==> src/rtl/trim_cal_pkg.sv <==
package trim_cal_pkg;
    typedef enum logic [1:0] {
        ST_IDLE   = 2'd0,
        ST_SETTLE = 2'd1,
        ST_CONV   = 2'd2,
        ST_WAIT   = 2'd3
    } cal_state_e;

    localparam logic PT_OFFSET = 1'b0;
    localparam logic PT_GAIN   = 1'b1;
    localparam int   NUM_POINTS = 2;
endpackage

==> src/rtl/cal_target_check.sv <==
module cal_target_check
    import trim_cal_pkg::*;
#(
    parameter int CODE_W = 12
) (
    input  logic [NUM_POINTS-1:0][CODE_W-1:0] tgt_i,
    input  logic                              sel_i,
    output logic [CODE_W-1:0]                 sel_tgt_o,
    output logic [NUM_POINTS-1:0]             at_end_o
);
    localparam logic [CODE_W-1:0] CODE_LO = '0;
    localparam logic [CODE_W-1:0] CODE_HI = '1;

    for (genvar g = 0; g < NUM_POINTS; g++) begin : g_pt
        assign at_end_o[g] = (tgt_i[g] == CODE_LO) || (tgt_i[g] == CODE_HI);
    end

    assign sel_tgt_o = tgt_i[sel_i];
endmodule

==> src/rtl/cal_settle_timer.sv <==
module cal_settle_timer #(
    parameter int CNT_W = 8
) (
    input  logic             clk,
    input  logic             rst_n,
    input  logic             load_i,
    input  logic [CNT_W-1:0] load_val_i,
    output logic             zero_o
);
    typedef struct packed {
        logic [CNT_W-1:0] cnt;
    } tmr_t;

    tmr_t tmr_d, tmr_q;

    always_comb begin
        tmr_d = tmr_q;
        if (load_i) begin
            tmr_d.cnt = load_val_i;
        end else if (tmr_q.cnt != '0) begin
            tmr_d.cnt = tmr_q.cnt - 1'b1;
        end
    end

    always_ff @(posedge clk or negedge rst_n) begin
        if (!rst_n) begin
            tmr_q <= '0;
        end else begin
            tmr_q <= tmr_d;
        end
    end

    assign zero_o = (tmr_q.cnt == '0);
endmodule

==> src/rtl/cal_trim_bank.sv <==
module cal_trim_bank
    import trim_cal_pkg::*;
#(
    parameter int TRIM_W = 6
) (
    input  logic                              clk,
    input  logic                              rst_n,
    input  logic                              sel_i,
    input  logic                              clear_i,
    input  logic                              step_i,
    input  logic                              restore_i,
    output logic [NUM_POINTS-1:0][TRIM_W-1:0] code_o,
    output logic                              at_max_o
);
    localparam logic [TRIM_W-1:0] CODE_TOP = '1;

    typedef struct packed {
        logic [TRIM_W-1:0] code;
        logic [TRIM_W-1:0] saved;
    } lane_t;

    for (genvar g = 0; g < NUM_POINTS; g++) begin : g_lane
        lane_t lane_d, lane_q;
        logic  hit;

        assign hit = (sel_i == 1'(g));

        always_comb begin
            lane_d = lane_q;
            if (hit) begin
                if (clear_i) begin
                    lane_d.saved = lane_q.code;
                    lane_d.code  = '0;
                end else if (restore_i) begin
                    lane_d.code  = lane_q.saved;
                end else if (step_i) begin
                    lane_d.code  = lane_q.code + 1'b1;
                end
            end
        end

        always_ff @(posedge clk or negedge rst_n) begin
            if (!rst_n) begin
                lane_q <= '0;
            end else begin
                lane_q <= lane_d;
            end
        end

        assign code_o[g] = lane_q.code;
    end

    assign at_max_o = (code_o[sel_i] == CODE_TOP);
endmodule

==> src/rtl/trim_cal_seq.sv <==
module trim_cal_seq
    import trim_cal_pkg::*;
#(
    parameter int                CODE_W   = 12,
    parameter int                TRIM_W   = 6,
    parameter int                SETTLE_W = 8,
    parameter int                MUX_W    = 2,
    parameter logic [MUX_W-1:0]  OFF_CH   = 2'd0,
    parameter logic [MUX_W-1:0]  GAIN_CH  = 2'd1
) (
    input  logic                clk,
    input  logic                rst_n,
    input  logic                start_i,
    input  logic                mode_i,
    input  logic [SETTLE_W-1:0] settle_i,
    input  logic [CODE_W-1:0]   tgt_off_i,
    input  logic [CODE_W-1:0]   tgt_gain_i,
    output logic                busy_o,
    output logic                done_o,
    output logic                fail_o,
    output logic                tgt_err_o,
    output logic [MUX_W-1:0]    mux_sel_o,
    output logic                conv_start_o,
    input  logic                adc_valid_i,
    input  logic [CODE_W-1:0]   adc_data_i,
    output logic                stop_n_o,
    output logic [TRIM_W-1:0]   trim_off_o,
    output logic [TRIM_W-1:0]   trim_gain_o
);
    typedef struct packed {
        cal_state_e       state;
        logic             mode;
        logic             busy;
        logic             done;
        logic             fail;
        logic             err;
        logic             stop_n;
        logic [MUX_W-1:0] mux;
    } ctrl_t;

    ctrl_t ctrl_d, ctrl_q;

    logic [NUM_POINTS-1:0][CODE_W-1:0] tgt_vec;
    logic [NUM_POINTS-1:0][TRIM_W-1:0] trim_vec;
    logic [NUM_POINTS-1:0]             tgt_at_end;
    logic [CODE_W-1:0]                 tgt_sel;
    logic                              pt_sel;
    logic                              tmr_load, tmr_zero;
    logic                              bank_clear, bank_step, bank_restore, bank_at_max;

    assign tgt_vec[PT_OFFSET] = tgt_off_i;
    assign tgt_vec[PT_GAIN]   = tgt_gain_i;

    // While idle the incoming request picks the point; afterwards the stored one.
    assign pt_sel = (ctrl_q.state == ST_IDLE) ? mode_i : ctrl_q.mode;

    cal_target_check #(.CODE_W(CODE_W)) u_tgt (
        .tgt_i     (tgt_vec),
        .sel_i     (pt_sel),
        .sel_tgt_o (tgt_sel),
        .at_end_o  (tgt_at_end)
    );

    cal_settle_timer #(.CNT_W(SETTLE_W)) u_tmr (
        .clk        (clk),
        .rst_n      (rst_n),
        .load_i     (tmr_load),
        .load_val_i (settle_i),
        .zero_o     (tmr_zero)
    );

    cal_trim_bank #(.TRIM_W(TRIM_W)) u_bank (
        .clk       (clk),
        .rst_n     (rst_n),
        .sel_i     (pt_sel),
        .clear_i   (bank_clear),
        .step_i    (bank_step),
        .restore_i (bank_restore),
        .code_o    (trim_vec),
        .at_max_o  (bank_at_max)
    );

    always_comb begin
        ctrl_d       = ctrl_q;
        ctrl_d.done  = 1'b0;
        ctrl_d.stop_n = 1'b1;
        tmr_load     = 1'b0;
        bank_clear   = 1'b0;
        bank_step    = 1'b0;
        bank_restore = 1'b0;

        unique case (ctrl_q.state)
            ST_IDLE: begin
                if (start_i) begin
                    ctrl_d.mode = mode_i;
                    ctrl_d.fail = 1'b0;
                    if (tgt_at_end[mode_i]) begin
                        ctrl_d.err  = 1'b1;
                        ctrl_d.done = 1'b1;
                    end else begin
                        ctrl_d.err   = 1'b0;
                        ctrl_d.busy  = 1'b1;
                        ctrl_d.mux   = mode_i ? GAIN_CH : OFF_CH;
                        ctrl_d.state = ST_SETTLE;
                        bank_clear   = 1'b1;
                        tmr_load     = 1'b1;
                    end
                end
            end
            ST_SETTLE: begin
                if (tmr_zero) begin
                    ctrl_d.state = ST_CONV;
                end
            end
            ST_CONV: begin
                ctrl_d.state = ST_WAIT;
            end
            ST_WAIT: begin
                if (adc_valid_i) begin
                    if (adc_data_i == tgt_sel) begin
                        ctrl_d.stop_n = 1'b0;
                        ctrl_d.done   = 1'b1;
                        ctrl_d.busy   = 1'b0;
                        ctrl_d.state  = ST_IDLE;
                    end else if (bank_at_max) begin
                        bank_restore  = 1'b1;
                        ctrl_d.fail   = 1'b1;
                        ctrl_d.done   = 1'b1;
                        ctrl_d.busy   = 1'b0;
                        ctrl_d.state  = ST_IDLE;
                    end else begin
                        bank_step     = 1'b1;
                        tmr_load      = 1'b1;
                        ctrl_d.state  = ST_SETTLE;
                    end
                end
            end
            default: ctrl_d.state = ST_IDLE;
        endcase
    end

    always_ff @(posedge clk or negedge rst_n) begin
        if (!rst_n) begin
            ctrl_q        <= '0;
            ctrl_q.state  <= ST_IDLE;
            ctrl_q.stop_n <= 1'b1;
            ctrl_q.mux    <= OFF_CH;
        end else begin
            ctrl_q <= ctrl_d;
        end
    end

    assign busy_o       = ctrl_q.busy;
    assign done_o       = ctrl_q.done;
    assign fail_o       = ctrl_q.fail;
    assign tgt_err_o    = ctrl_q.err;
    assign stop_n_o     = ctrl_q.stop_n;
    assign mux_sel_o    = ctrl_q.mux;
    assign conv_start_o = (ctrl_q.state == ST_CONV);
    assign trim_off_o   = trim_vec[PT_OFFSET];
    assign trim_gain_o  = trim_vec[PT_GAIN];

    // reference routing does not move inside a cycle
    assert_mux_steady_R2: assert property (@(posedge clk) disable iff (!rst_n)
        (busy_o && $past(busy_o)) |-> $stable(mux_sel_o));

    // active trim either holds or advances by one while busy
    assert_ramp_step_R3: assert property (@(posedge clk) disable iff (!rst_n)
        (busy_o && $past(busy_o) && ctrl_q.mode == PT_OFFSET) |->
        (trim_off_o == $past(trim_off_o) || trim_off_o == $past(trim_off_o) + 1'b1));

    assert_ramp_step_gain_R3: assert property (@(posedge clk) disable iff (!rst_n)
        (busy_o && $past(busy_o) && ctrl_q.mode == PT_GAIN) |->
        (trim_gain_o == $past(trim_gain_o) || trim_gain_o == $past(trim_gain_o) + 1'b1));

    // convert-start is a single-cycle pulse issued only inside a cycle
    assert_conv_pulse_R4: assert property (@(posedge clk) disable iff (!rst_n)
        conv_start_o |=> !conv_start_o);

    assert_conv_in_busy_R4: assert property (@(posedge clk) disable iff (!rst_n)
        conv_start_o |-> busy_o);

    // stop strobe is one cycle wide; the other point's trim is untouched
    assert_stop_pulse_R5: assert property (@(posedge clk) disable iff (!rst_n)
        !stop_n_o |=> stop_n_o);

    assert_other_hold_R5: assert property (@(posedge clk) disable iff (!rst_n)
        (busy_o && ctrl_q.mode == PT_GAIN) |-> $stable(trim_off_o));

    assert_other_hold_gain_R5: assert property (@(posedge clk) disable iff (!rst_n)
        (busy_o && ctrl_q.mode == PT_OFFSET) |-> $stable(trim_gain_o));

    // trims hold while no cycle runs
    assert_idle_hold_R6: assert property (@(posedge clk) disable iff (!rst_n)
        (!busy_o && !$past(busy_o)) |-> ($stable(trim_off_o) && $stable(trim_gain_o)));

    // fail and endpoint error are exclusive
    assert_flag_excl_R7: assert property (@(posedge clk) disable iff (!rst_n)
        !(fail_o && tgt_err_o));

    // done is a single-cycle strobe outside busy
    assert_done_pulse_R10: assert property (@(posedge clk) disable iff (!rst_n)
        done_o |=> !done_o);

    assert_done_idle_R10: assert property (@(posedge clk) disable iff (!rst_n)
        done_o |-> !busy_o);
endmodule

==> config.mk <==
export PLATFORM = sky130hd
export DESIGN_NAME = trim_cal_seq
export DESIGN_NICKNAME = d
export VERILOG_FILES = /design/src/rtl/trim_cal_pkg.sv /design/src/rtl/cal_target_check.sv /design/src/rtl/cal_settle_timer.sv /design/src/rtl/cal_trim_bank.sv /design/src/rtl/trim_cal_seq.sv
export SDC_FILE = /design/constraint.sdc
export NUM_CORES = 1
export LEC_CHECK = 0
export BUFFER_PORTS_ARGS = -buffer_cell sky130_fd_sc_hd__buf_2
export CAP_MARGIN = 25
export CORE_ASPECT_RATIO = 0.75
export CORE_MARGIN = 10
export CORE_UTILIZATION = 50
export DETAILED_ROUTE_END_ITERATION = 16
export GPL_TIMING_DRIVEN = 0
export HOLD_SLACK_MARGIN = 0.06
export PLACE_DENSITY = 0.77
export SLEW_MARGIN = 20
export SYNTH_ARGS = -nofsm -noshare
export SYNTH_HDL_FRONTEND = slang
export SYNTH_SLANG_ARGS = --single-unit
export TNS_END_PERCENT = 50
==> constraint.sdc <==
create_clock -name clk -period 2.3 [get_ports clk]
set_input_delay 0.23 -clock clk [delete_from_list [all_inputs] [get_ports clk]]
set_output_delay 0.23 -clock clk [all_outputs]
set_load 0.02 [all_outputs]
* After elaboration in Yosys (flattened, before gate mapping)
Index checks and enable logic that the tools add are counted.
** Cells by class
- Add/subtract/negate cells :: 3
- Order comparisons :: 2
- Equal/unequal tests :: 14
- Multiplexer cells :: 45
- Bitwise gates (word level) :: 2
- Reductions and logical operators :: 19
** Operator list (count)
- 6-bit two-way mux :: 8
- 12-bit equality test (second input constant) :: 2
- 12-bit zero test :: 2
- 12-bit two-way mux :: 2
- 1-bit two-way mux :: 22
- 8-bit two-way mux :: 2
- 6-bit by 1-bit adder with 6-bit output (second input constant) :: 2
- 12-bit equality test :: 1
- 2-bit inequality test (second input constant) :: 6
- 2-bit two-way mux :: 5
- 2-bit AND reduction :: 5
- 5-bit AND reduction :: 2
- 8-bit zero test :: 1
- 2-bit case mux with 4 select lines :: 1
- 8-bit nonzero test :: 1
- 8-bit by 1-bit subtractor with 8-bit output (second input constant) :: 1
- 7-bit two-way mux :: 1
- 6-bit equality test (second input constant) :: 1
- 3-bit two-way mux :: 2
- 3-bit case mux with 2 select lines :: 1
- 2-bit equality test (second input constant) :: 2
- 1-bit by 2-bit less-than comparator with 1-bit output (second input constant) :: 2
- 4-bit AND reduction :: 1
- 2-bit nonzero test :: 2
- other kinds (8) :: 10
** Storage, ports and cells
- Register bits after elaboration :: 42
- Input port bits :: 49
- Output and inout port bits :: 20
- Word-level logic and storage cells :: 98

* Depth between registers and ports, before layout
Gate-level depths: netlist of run 1.
- Depth in word-level cells :: 12
- Mapped depth :: 12
- Depth with buffers taken out :: 9

* By module
Synthesis of run 1 repeated with hierarchy kept, for this count alone.
** Unflattened totals
- Cell total of the unflattened synthesis :: 304
- Area, all modules :: 2857.7 sq um
** By module, submodules not included
- cal_trim_bank :: times used 1, cells an instance 139, area each 1353.8 sq um, seq. area each 600.6 sq um
- trim_cal_seq :: times used 1, cells an instance 82, area each 743.2 sq um, seq. area each 226.5 sq um
- cal_settle_timer :: times used 1, cells an instance 54, area each 476.7 sq um, seq. area each 200.2 sq um
- cal_target_check :: times used 1, cells an instance 29, area each 284.0 sq um, seq. area each 0.0 sq um

* Worst setup path after synthesis of run 1
No wires, ideal clock.
- Path type :: flip-flop to flip-flop
- From :: register ctrl_q[8] in the netlist's numbering
- To :: register u_bank.g_lane[0].lane_q, in the netlist u_bank.code_o[3]
- Library setup time :: 0.138 ns
- Data arrival time :: 2.383 ns
- Required time :: 2.162 ns
- Setup slack :: -0.221 ns
- Stages on the path, launching flop included :: 11
- Buffers on the path :: 1
- Clock period less this slack :: 2.521 ns
- Path through :: dfrtp_1 inv_1 ha_1 buf_6 mux2_4 mux2_4 a22oi_2 nand4_4 o21ai_4 mux2i_1 o221ai_1
** On the way
- Longest elaborated chain between the ends :: 11
- Elaborated cells on any way between the ends :: 23
- Those cells by class :: 3 x eq/ne; 16 x mux; 1 x bitwise; 3 x reduce/logical
** RTL lines
- start: declaration :: RTL line trim_cal_seq.sv:41 : ctrl_t ctrl_d, ctrl_q;
- start signal: assignment :: RTL line trim_cal_seq.sv:149 : ctrl_q <= ctrl_d;
- 2-bit zero test :: RTL line trim_cal_seq.sv:55, trim_cal_seq.sv:92
- 1-bit two-way mux :: RTL line trim_cal_seq.sv:55 : assign pt_sel = (ctrl_q.state == ST_IDLE) ? mode_i : ctrl_q.mode;
- 6-bit two-way mux (not written as such) (2 in a row) :: RTL line cal_trim_bank.sv:53 : assign at_max_o = (code_o[sel_i] == CODE_TOP);
- 6-bit equality test :: RTL line cal_trim_bank.sv:53
- 1-bit two-way mux :: RTL line trim_cal_seq.sv:125 : end else if (bank_at_max) begin
- 1-bit two-way mux :: RTL line trim_cal_seq.sv:120 : if (adc_data_i == tgt_sel) begin
- 1-bit two-way mux :: RTL line trim_cal_seq.sv:119 : if (adc_valid_i) begin
- 1-bit two-way mux :: RTL line trim_cal_seq.sv:92 : unique case (ctrl_q.state)
- 3-bit nonzero test (no line) / 6-bit two-way mux (equally long branches)
- 2-bit AND reduction (no line) / 6-bit two-way mux (equally long branches)
- end signal: assignment :: RTL line cal_trim_bank.sv:46 : lane_q <= lane_d;
- end: declaration :: RTL line cal_trim_bank.sv:23 : lane_t lane_d, lane_q;
Parallel ways exist; a longest one is shown, timed or not. The select of a mux whose other input is x is not followed.
A chain may end at the register's enable or synchronous reset.

* Worst setup path in the final report of run 1
- From :: register ctrl_q[9] in the netlist's numbering
- To :: register u_bank.g_lane[1].lane_q, in the netlist u_bank.code_o[11]
** On the way
- Longest elaborated chain between the ends :: 11
- Elaborated cells on any way between the ends :: 22
- Those cells by class :: 3 x eq/ne; 16 x mux; 3 x reduce/logical
** RTL lines (RTL line)
- 2-bit zero test :: trim_cal_seq.sv:55, trim_cal_seq.sv:92
- 1-bit two-way mux :: trim_cal_seq.sv:55
- 6-bit two-way mux (not written as such) (2 in a row) :: cal_trim_bank.sv:53
- 6-bit equality test :: cal_trim_bank.sv:53
- 1-bit two-way mux :: trim_cal_seq.sv:125
- 1-bit two-way mux :: trim_cal_seq.sv:120
- 1-bit two-way mux :: trim_cal_seq.sv:119
- 1-bit two-way mux :: trim_cal_seq.sv:92
- 3-bit nonzero test (no line) / 6-bit two-way mux (equally long branches)
- 2-bit AND reduction (no line) / 6-bit two-way mux (equally long branches)
- end signal: assignment :: cal_trim_bank.sv:46
- end: declaration :: cal_trim_bank.sv:23
Parallel ways exist; a longest one is shown, timed or not. The select of a mux whose other input is x is not followed.

==> results of run 1 <==
[cell families (layout without fill, tap and decap cells)]
logic type	count (synthesis)	count (layout)	synth area share, %
flip-flops	41	41	32.9
AND/OR/NAND/NOR	128	128	22.5
buffers and inverters	48	141	8.31
other	1	1	0.120
XOR/XNOR	11	11	3.09
adder cells (fa/ha/maj)	9	9	3.61
multiplexers	29	29	10.4
AO/OA/AOI/OAI	77	77	19.1
[worst paths after layout]
check	start	depth (start not counted)	slack (ns)	end
max in group asynchronous	rst_n	3	1.40	stop_n_o$_DFF_PN1_
setup / recovery	ctrl_q[9]$_DFFE_PN0P_	10	-0.31	u_bank.code_o[11]$_DFFE_PN0P_
hold reg to reg	mux_sel_o[0]$_DFFE_PN0N_	1	0.49	mux_sel_o[0]$_DFFE_PN0N_
hold / removal	adc_valid_i	2	0.20	stop_n_o$_DFF_PN1_
setup reg to reg	ctrl_q[9]$_DFFE_PN0P_	10	-0.31	u_bank.code_o[11]$_DFFE_PN0P_
min in group asynchronous	rst_n	2	0.35	u_bank.g_lane[1].lane_q[1]$_DFFE_PN0P_
[timing repair]
item,CTS,global route
buffers inserted,9,5
hold buffers,0,1
endpoints found under the setup margin,36,31
cloned,3,0
resized for setup,40,16
hold endpoints to repair,0,15
pin swaps,17,6
[cells in the mapped netlist (3+ instances only)]
master     instances
a21oi_1           10
a22oi_1            7
a31oi_1            3
and3_1             3
buf_2              3
buf_4             14
buf_6              3
clkbuf_1           7
dfrtp_1           40
ha_1               9
inv_1             21
mux2_2            12
mux2_4             3
mux2i_1           13
nand2_1           23
nand3_1           26
nand4_1            6
nor2_1            21
nor2b_1           10
nor3_1             7
nor3b_1            9
nor4_1            10
nor4_2             3
o211ai_1          13
o21ai_0            5
o21ai_1            3
o221ai_1           5
o22ai_1            3
o2bb2ai_1          5
o32ai_1            3
or4_1              3
xnor2_1            7
xor2_1             4
[metrics by stage]
stage | cell area, um^2 | hold slack [ns] | worst slack, ns | instances | TNS [ns]
final | 4120 | 0.205 | -0.306 | 515 | -6.09
after CTS | 3980 | 0.0768 | -0.276 | 508 | -4.75
after floorplan | 3130 | -0.0656 | -0.180 | 344 | -2.12
after global placement | 3560 | 0.424 | -0.677 | 489 | -14.82
after global routing | 4120 | 0.207 | -0.411 | 515 | -7.73
after detailed placement | 3560 | 0.420 | -0.695 | 489 | -15.46
[metal layers]
layer	vias to the layer above	global-route usage [%]	wire (um)
met5	-	0	0
met4	0	4.19	110
met3	18	3.65	666
met2	142	30.1	4490
met1	1550	25.7	4410
li1	1459	-	-
[registers in the layout, summed over array words and instances (netlist names)]
| register | count |
|---|---|
| u_bank.g_lane.lane_q | 12 |
| u_bank.code_o | 12 |
| mux_sel_o | 1 |
| fail_o | 1 |
| ctrl_q | 3 |
| u_tmr.tmr_q | 8 |
| busy_o | 1 |
| stop_n_o | 1 |
| tgt_err_o | 1 |
| done_o | 1 |
[where the power goes]
part	switching (W)	internal (W)	leakage (nW)	total, W
logic	0.00153	0.00130	1.26	0.00283
registers	0.000255	0.000986	0.505	0.00124
clock network	0.000292	0.000216	0.0445	0.000508
[area by class of cell]
type	count	area, um^2	share of cell area [%]
sequential	41	1030	24.9
buffer	26	193	4.67
clock inverter	3	21.3	0.516
timing repair buffer	86	561	13.6
multi-input combinational	255	2080	50.4
inverter	21	78.8	1.91
clock buffer	5	68.8	1.67
tap	78	97.6	2.37
[worst register-to-register path, stage by stage (launching register included)]
cell and delay [ns]:
dfrtp_1 0.39, inv_2 0.09, ha_4 0.18, mux2_4 0.37
mux2_4 0.32, a22oi_2 0.23, nand4_4 0.20, o21bai_4 0.34
buf_6 0.15, nor3_1 0.03, o32ai_1 0.22
==> flow_metrics.env, run 1 <==
export IMPL_status="finished with violations"
export IMPL_violations="negative setup slack"
export IMPL_synth_area_leader_cell="dfrtp_1"
export IMPL_overflow=0
export IMPL_tightest_slew_ns=0.734
export IMPL_crit_slowest_cell="dfrtp_1"
export IMPL_ios=69
export IMPL_ys_seq_elements=41
export IMPL_synth_nets=402
export IMPL_gp_congestion=0.943
export IMPL_cts_max_path_buffers=2
export IMPL_grt_max_degree=42
export IMPL_grt_use_total_pct=18.8
export IMPL_cts_inserted_buffers=5
export IMPL_critPathKind="flop to flop"
export IMPL_grt_pass1_wl_um=15500
export IMPL_cp_slowest_stage_delay_ns=0.39
export IMPL_dp_hpwl_um=6830
export IMPL_slew_headroom_pct=51.1
export IMPL_required_ns=2.52
export IMPL_firstDrtPassIters=5
export IMPL_final_core_util_pct=69.7
export IMPL_p_per_area_nw_per_um2=1110
export IMPL_final_setup_viol_count=25
export IMPL_synth_top_area_share_pct=32.1
export IMPL_crit_arrival_ns=2.83
export IMPL_clk_pin_slew_ns=0.09
export IMPL_clkLatencyLatePin_ns=0.32
export IMPL_synth_edf_count=0
export IMPL_ant_nets=0
export IMPL_path_common_cell="mux2_4"
export IMPL_htree_levels=2
export IMPL_totalPowerFinal_w=0.00458
export IMPL_synthFlopType="dfrtp_1"
export IMPL_grt_pass1_vias=3087
export IMPL_synthesis_area_um2=3120
export IMPL_finalCritPeriodShare_pct=113
export IMPL_drc=0
export IMPL_layout_nets=494
export IMPL_post_drt_via_cell_ratio=6.15
export IMPL_wirelength_um=9670
export IMPL_crit_path_end_kind="flop"
export IMPL_num_rows=24
export IMPL_clock_sinks=41
export IMPL_syn_inst=344
export IMPL_die_w_um=111
export IMPL_area_growth_pct=32.3
export IMPL_min_period_ns=2.61
export IMPL_final_max_slew_viol_count=0
export IMPL_antenna_found_initial=0
export IMPL_coreArea_um2=5920
export IMPL_rsz0062_at_grt="yes"
export IMPL_critical_path_max_fanout=7
export IMPL_seq_area_frac_synth_pct=32.9
export IMPL_peakVddDrop_mv=0.535
export IMPL_yosys_top_cells_area="dfrtp_1 (32%), mux2_2 (4.3%), mux2i_1 (4.2%)"
export IMPL_path_cells="inv_2 -> ha_4 -> mux2_4 -> mux2_4 -> a22oi_2 -> nand4_4 -> o21bai_4 -> buf_6 -> nor3_1 -> o32ai_1"
export IMPL_start_util_pct=52.7
export IMPL_dieArea_um2=9830
export IMPL_yosysWarnings=0
export IMPL_cts_tree="built"
export IMPL_antennaDiodeCount=0
export IMPL_layout_common_cells="buf_2 (67), dfrtp_1 (40), buf_4 (24), nand2_1 (22)"
export IMPL_critical_path_top_delay_family="compound AO/OA/AOI/OAI gates"
export IMPL_cp_buffers_inverters=2
export IMPL_layout_drive_gt1_share_pct=39.8
export IMPL_fin_skew_ns=0.00962
export IMPL_finalHoldViolations=0
export IMPL_async_flop_share_pct=100
export IMPL_die_h_um=88.4
export IMPL_numPortBuffers=67
export IMPL_syn_avg_cell_area_um2=9.06
export IMPL_fmax_mhz=384
export IMPL_setup_ws_ns=-0.306
export IMPL_vias=3169
export IMPL_wire_per_inst_um=18.8
export IMPL_final_common_cell="buf_2"
export IMPL_fillers=457
export IMPL_synth_cell_types=58
export IMPL_maxCapViolCount=0
export IMPL_drt_iter0_drc=226
export IMPL_start_kind="flop"
export IMPL_p_leak_nw=1.81
export IMPL_root_buffer="clkbuf_8"
export IMPL_holdCritPathClass="primary input to flop"
No activity file was read; power rests on OpenSTA's default activity.
==> run 2, diff against run 1 <==
--- a/config.mk
+++ b/config.mk
@@ -14,6 +14,7 @@
 export GPL_TIMING_DRIVEN = 0
 export HOLD_SLACK_MARGIN = 0.06
 export PLACE_DENSITY = 0.77
+export SKIP_CTS_REPAIR_TIMING = 1
 export SLEW_MARGIN = 20
 export SYNTH_ARGS = -nofsm -noshare
 export SYNTH_HDL_FRONTEND = slang
==> run 2 against run 1 <==
The flow still finishes with violations (negative setup slack). Clock power hardly changed. Critical path depth stayed put. Die area stayed put. Largest cell class unchanged. Via count is 1.9% lower. Critical path type unchanged. Worst setup slack worse by 0.11 ns. Total power is 2.6% lower.
==> flow_metrics.env, run 2 (synthesis gave the netlist of run 1 again) <==
export IMPL_status="finished with violations"
export IMPL_violations="negative setup slack"
export IMPL_layout_nets=494
export IMPL_p_leak_nw=1.78
export IMPL_maxCapViolCount=0
export IMPL_grt_use_total_pct=17.6
export IMPL_vias=3108
export IMPL_final_max_slew_viol_count=0
export IMPL_ant_nets=0
export IMPL_cp_slowest_stage_delay_ns=0.42
export IMPL_gp_congestion=0.943
export IMPL_die_h_um=88.4
export IMPL_final_setup_viol_count=25
export IMPL_die_w_um=111
export IMPL_setup_ws_ns=-0.416
export IMPL_grt_max_degree=42
export IMPL_finalHoldViolations=0
export IMPL_layout_drive_gt1_share_pct=36.6
export IMPL_area_growth_pct=27.6
export IMPL_cts_tree="built"
export IMPL_clk_pin_slew_ns=0.09
export IMPL_final_core_util_pct=67.3
export IMPL_fillers=474
export IMPL_p_per_area_nw_per_um2=1120
export IMPL_antennaDiodeCount=0
export IMPL_crit_path_end_kind="flop"
export IMPL_layout_common_cells="buf_2 (69), dfrtp_1 (40), buf_4 (28), nand3_1 (25), nand2_1 (23)"
export IMPL_wirelength_um=9320
export IMPL_hp_start="adc_valid_i"
export IMPL_finalCritPeriodShare_pct=118
export IMPL_htree_levels=2
export IMPL_drc=0
export IMPL_num_rows=24
export IMPL_totalPowerFinal_w=0.00446
export IMPL_register_area_um2=1030
export IMPL_multiInputGateArea_um2=1980
export IMPL_ios=69
export IMPL_firstDrtPassIters=7
export IMPL_dieArea_um2=9830
export IMPL_antenna_found_initial=0
export IMPL_clkLatencyLatePin_ns=0.31
export IMPL_fin_skew_ns=0.00969
export IMPL_coreArea_um2=5920
export IMPL_reg2reg_from="ctrl_q[9]$_DFFE_PN0P_"
export IMPL_cts_inserted_buffers=5
export IMPL_min_period_ns=2.72
export IMPL_critPathLaunch="ctrl_q[9]$_DFFE_PN0P_"
export IMPL_grt_pass1_wl_um=14400
export IMPL_overflow=0
export IMPL_start_kind="flop"
export IMPL_crit_arrival_ns=2.91
export IMPL_numPortBuffers=67
export IMPL_slew_headroom_pct=61.8
export IMPL_setup_tns_final_ns=-7.56
export IMPL_tightest_slew_ns=0.574
export IMPL_critical_path_max_fanout=6
export IMPL_fmax_mhz=368
export IMPL_drt_iter0_drc=240
export IMPL_path_common_cell="mux2_4"
export IMPL_critPathKind="flop to flop"
export IMPL_dp_hpwl_um=6830
export IMPL_required_ns=2.49
export IMPL_start_util_pct=52.7
export IMPL_rsz0062_at_grt="yes"
export IMPL_clock_sinks=41
export IMPL_holdCritPathClass="primary input to flop"
export IMPL_peakVddDrop_mv=0.550
export IMPL_crit_slowest_cell="dfrtp_1"
export IMPL_path_cells="inv_2 -> ha_4 -> mux2_4 -> mux2_4 -> a22oi_2 -> nand4_4 -> o21ai_4 -> buf_6 -> mux2i_2 -> o32ai_2"
export IMPL_cts_max_path_buffers=2
export IMPL_grt_pass1_vias=2867
export IMPL_wire_per_inst_um=18.1
export IMPL_root_buffer="clkbuf_8"
export IMPL_final_common_cell="buf_2"
export IMPL_post_drt_via_cell_ratio=6.03
==> run 2: cell counts in the layout (fill, tap and decap cells not counted) <==
Identical to the previous run, type by type.
==> run 2: through the flow <==
step	worst slack, ns	instance area [um^2]	hold WS (ns)	instances
5_1_grt	-0.500	3980	0.201	515
4_1_cts	-0.712	3650	0.0768	497
3_3_place_gp	-0.677	3560	0.424	489
2_1_floorplan	-0.180	3130	-0.0656	344
3_5_place_dp	-0.695	3560	0.420	489
6_report	-0.416	3980	0.203	515
==> run 2: final cells by class <==
class,instances,share of cell area [%]
clock buffers,5,1.73
clock inverters,3,0.534
multi-input cells,255,49.7
plain buffers,26,4.62
repair buffers,86,13.2
inverters,21,1.98
flip-flops and latches,41,25.8
well taps,78,2.45
==> run 2: metal layers <==
metal / track usage [%] / share of wire [%] / vias to the layer above
li1: - / - / 1458
met1: 24.6 / 46 / 1495
met2: 27.1 / 46 / 140
met3: 3.72 / 7.3 / 15
met4: 4.31 / 0.97 / 0
met5: 0 / 0 / -
==> run 2: power breakdown <==
| part | internal (W) | total (W) | switching, W | leakage (nW) |
|---|---|---|---|---|
| sequential | 0.000986 | 0.00124 | 0.000258 | 0.505 |
| combinational | 0.00128 | 0.00271 | 0.00143 | 1.23 |
| clock | 0.000216 | 0.000506 | 0.000290 | 0.0445 |
| total | 0.00248 | 0.00446 | 0.00198 | 1.78 |
==> run 2: worst paths after layout <==
kind / endpoint / slack, ns / cells after the start
setup / recovery: u_bank.code_o[7]$_DFFE_PN0P_ / -0.42 / 10
hold / removal: stop_n_o$_DFF_PN1_ / 0.20 / 2
setup reg to reg: u_bank.code_o[7]$_DFFE_PN0P_ / -0.42 / 10
hold reg to reg: mux_sel_o[0]$_DFFE_PN0N_ / 0.49 / 1
max in group asynchronous: stop_n_o$_DFF_PN1_ / 1.34 / 3
min in group asynchronous: u_bank.g_lane[1].lane_q[1]$_DFFE_PN0P_ / 0.39 / 2
==> run 2: worst max-delay path: cells and delay by family (launching register included) <==
kind / cells / cell delay [ns]
buffers and inverters: 2 / 0.27
DFF: 1 / 0.42
adders and majority gates: 1 / 0.20
muxes: 3 / 0.91
AOI/OAI and AO/OA: 3 / 0.61
and+or+nand+nor: 1 / 0.18
==> run 3, diff against run 2 <==
--- a/config.mk
+++ b/config.mk
@@ -9,7 +9,7 @@
 export CAP_MARGIN = 25
 export CORE_ASPECT_RATIO = 0.75
 export CORE_MARGIN = 10
-export CORE_UTILIZATION = 50
+export CORE_UTILIZATION = 49
 export DETAILED_ROUTE_END_ITERATION = 16
 export GPL_TIMING_DRIVEN = 0
 export HOLD_SLACK_MARGIN = 0.06
@@ -18,5 +18,6 @@
 export SLEW_MARGIN = 20
 export SYNTH_ARGS = -nofsm -noshare
 export SYNTH_HDL_FRONTEND = slang
+export SYNTH_HIERARCHICAL = 1
 export SYNTH_SLANG_ARGS = --single-unit
 export TNS_END_PERCENT = 50
==> run 3 against run 2 <==
The run still ends with negative setup slack left. Sequential share of layout area up 0.95 points. First-iteration DRC count shrank 47%. Global-route usage fell by 2.0 points. Cell area shrank 3.6%. Maximum frequency decreased by 21%. Hold slack worse by 0.070 ns. Combinational power is essentially flat. Synthesized cell count shrank 12%. Largest power group unchanged.
==> flow_metrics.env, run 3 <==
export IMPL_setup_ws_ns=-1.13
export IMPL_maxUsedRoutingLayer="met4"
export IMPL_seq_power_share_pct=28.6
export IMPL_synthFlopType="dfrtp_1"
export IMPL_antennaDiodeCount=0
export IMPL_drc=0
export IMPL_clkLatencyLatePin_ns=0.30
export IMPL_final_setup_viol_count=25
export IMPL_wl_met3_um=461
export IMPL_fillers=422
export IMPL_finalCritPeriodShare_pct=149
export IMPL_tightest_slew_ns=0.526
export IMPL_peakVddDrop_mv=0.604
export IMPL_wirelength_um=7820
export IMPL_seq_area_frac_synth_pct=35.9
export IMPL_die_w_um=108
export IMPL_drt_iter0_drc=127
export IMPL_cts_tree="built"
export IMPL_crit_arrival_ns=3.67
export IMPL_ios=69
export IMPL_post_drt_via_cell_ratio=5.66
export IMPL_yosysMostFrequentCell="dfrtp_1"
export IMPL_fin_cells=470
export IMPL_synth_nets=360
export IMPL_dp_cells=446
export IMPL_final_max_slew_viol_count=0
export IMPL_dp_hpwl_um=5510
export IMPL_grt_max_degree=42
export IMPL_grt_pass1_wl_um=11900
export IMPL_required_ns=2.54
export IMPL_dieArea_um2=9320
export IMPL_overflow=0
export IMPL_synthTopCellsByCount="dfrtp_1 (40), nand2_1 (24), a21oi_1 (18), buf_4 (16), mux2_2 (16)"
export IMPL_coreArea_um2=5500
export IMPL_critical_path_max_fanout=5
export IMPL_p_leak_nw=1.67
export IMPL_cts_max_path_buffers=2
export IMPL_switchingPower_w=0.00190
export IMPL_layout_nets=450
export IMPL_synth_top_area_share_pct=35.0
export IMPL_met1_length_um=3670
export IMPL_holdCritPathClass="primary input to flop"
export IMPL_layout_common_cells="buf_2 (67), dfrtp_1 (40), buf_4 (27), nand2_1 (24), a21oi_1 (17)"
export IMPL_numPortBuffers=67
export IMPL_start_kind="flop"
export IMPL_switching_share_pct=41.1
export IMPL_crit_path_end_kind="flop"
export IMPL_internal_power_w=0.00272
export IMPL_num_rows=23
export IMPL_synthesis_area_um2=2860
export IMPL_violations="negative setup slack"
export IMPL_finalHoldViolations=0
export IMPL_totalPowerFinal_w=0.00462
export IMPL_min_period_ns=3.43
export IMPL_wire_per_inst_um=16.6
export IMPL_yosys_top_cells_area="dfrtp_1 (35%), mux2_2 (6.3%), mux2_4 (5.3%)"
export IMPL_die_h_um=86.1
export IMPL_syn_avg_cell_area_um2=9.40
export IMPL_ys_seq_elements=41
export IMPL_grt_pass1_vias=2527
export IMPL_clock_sinks=41
export IMPL_dr_wl_met2_um=3620
export IMPL_firstDrtPassIters=4
export IMPL_synth_edf_count=0
export IMPL_maxCapViolCount=0
export IMPL_p_per_area_nw_per_um2=1200
export IMPL_final_common_cell="buf_2"
export IMPL_syn_inst=304
export IMPL_vias=2658
export IMPL_synth_area_leader_cell="dfrtp_1"
export IMPL_yosysWarnings=6
export IMPL_p_comb_share_pct=58.2
export IMPL_htree_levels=2
export IMPL_area_growth_pct=34.3
export IMPL_root_buffer="clkbuf_8"
export IMPL_async_flop_share_pct=100
export IMPL_ant_nets=0
export IMPL_rsz0062_at_grt="yes"
export IMPL_fin_skew_ns=0.00311
export IMPL_clk_pin_slew_ns=0.08
export IMPL_setup_tns_final_ns=-21.31
export IMPL_grt_use_total_pct=15.6
export IMPL_antenna_found_initial=0
export IMPL_synth_cell_types=53
export IMPL_slew_headroom_pct=64.7
export IMPL_cts_inserted_buffers=5
export IMPL_status="finished with violations"
export IMPL_critPathKind="flop to flop"
export IMPL_gp_congestion=0.856
export IMPL_start_util_pct=52.0
export IMPL_layout_drive_gt1_share_pct=42.5
export IMPL_power_frac_clock_pct=13.2
export IMPL_fmax_mhz=292
==> run 3: cell count changes after synthesis, sizes merged, moves of 6 or more <==
cell and change:
o31ai +14, o211ai -12, mux2 +11, nand3 -11, nor2 -10, a22oi -9
mux2i -9, a21oi +8, inv -8, xor2 +8, nor2b -7, nor3b -6
o221ai -6, xnor2 -6
==> run 3: power by group through the flow <==
stage | clock [W] | sequential [W] | combinational [W]
after CTS | 0.000624 | 0.00131 | 0.00226
after global routing | 0.000661 | 0.00138 | 0.00292
after detailed placement | 0 | 0.00132 | 0.00225
after global placement | 0 | 0.00131 | 0.00219
final | 0.000609 | 0.00132 | 0.00269
after floorplan | 0 | 0.00127 | 0.00177
==> run 3: critical path, stage by stage, from the launching register on <==
cell     delay, ns
dfrtp_1       0.43
inv_2         0.10
ha_4          0.18
mux2_4        0.36
buf_12        0.15
mux2_4        0.33
xor2_4        0.17
nor4_4        0.08
and3_1        0.19
buf_6         0.13
nor3_4        0.31
o31ai_4       0.13
or4_1         0.42
a211o_1       0.31
nand3_1       0.08
==> run 3: cell families after synthesis <==
kind of cell | count (synthesis) | synth area share (%)
simple gates | 102 | 19.7
compound gates | 68 | 15.8
flops | 41 | 35.9
buf+inv | 41 | 8.10
mux | 31 | 13.3
xor+xnor | 13 | 3.98
fa+ha+maj | 7 | 3.06
other cells | 1 | 0.131
==> run 3: per-layer routing <==
layer  vias up  track usage [%]
met5         -                0
met4         0             4.36
met3         8             3.66
met2        78             24.1
met1      1271             21.1
li1       1301                -
==> run 3: final timing paths <==
check                                 startpoint                       endpoint  slack (ns)  cells after the start
setup / recovery           ctrl_q[8]$_DFFE_PN0P_  u_bank/code_o[11]$_DFFE_PN0P_       -1.13                     14
hold / removal                       settle_i[6]     u_tmr/tmr_q[6]$_DFFE_PN0P_        0.13                      3
setup reg to reg           ctrl_q[8]$_DFFE_PN0P_  u_bank/code_o[11]$_DFFE_PN0P_       -1.13                     14
hold reg to reg            tgt_err_o$_DFFE_PN0P_          tgt_err_o$_DFFE_PN0P_        0.50                      2
max in group asynchronous                  rst_n             stop_n_o$_DFF_PN1_        1.32                      3
min in group asynchronous                  rst_n     u_tmr/tmr_q[0]$_DFFE_PN0P_        0.42                      2
==> run 3: area by class of cell <==
type / instances / area (um^2) / area share, %
Multi-Input combinational cell: 222 / 1810 / 47.1
Sequential cell: 41 / 1030 / 26.8
Timing Repair Buffer: 86 / 551 / 14.3
Buffer: 25 / 193 / 5.02
Tap cell: 75 / 93.8 / 2.44
Clock buffer: 7 / 86.3 / 2.25
Inverter: 13 / 48.8 / 1.27
Clock inverter: 1 / 30.0 / 0.782
==> run 3: metrics by stage <==
stage                     cell area, um^2  utilization (%)  worst slack (ns)  hold WS, ns
after global routing                 3840             69.8             -1.25        0.131
after floorplan                      2940                -            -0.946      -0.0656
final                                3840             69.8             -1.13        0.133
after global placement               3370             61.3             -1.28        0.419
after CTS                            3480             63.4             -1.34       0.0992
after detailed placement             3370             61.3             -1.32        0.428
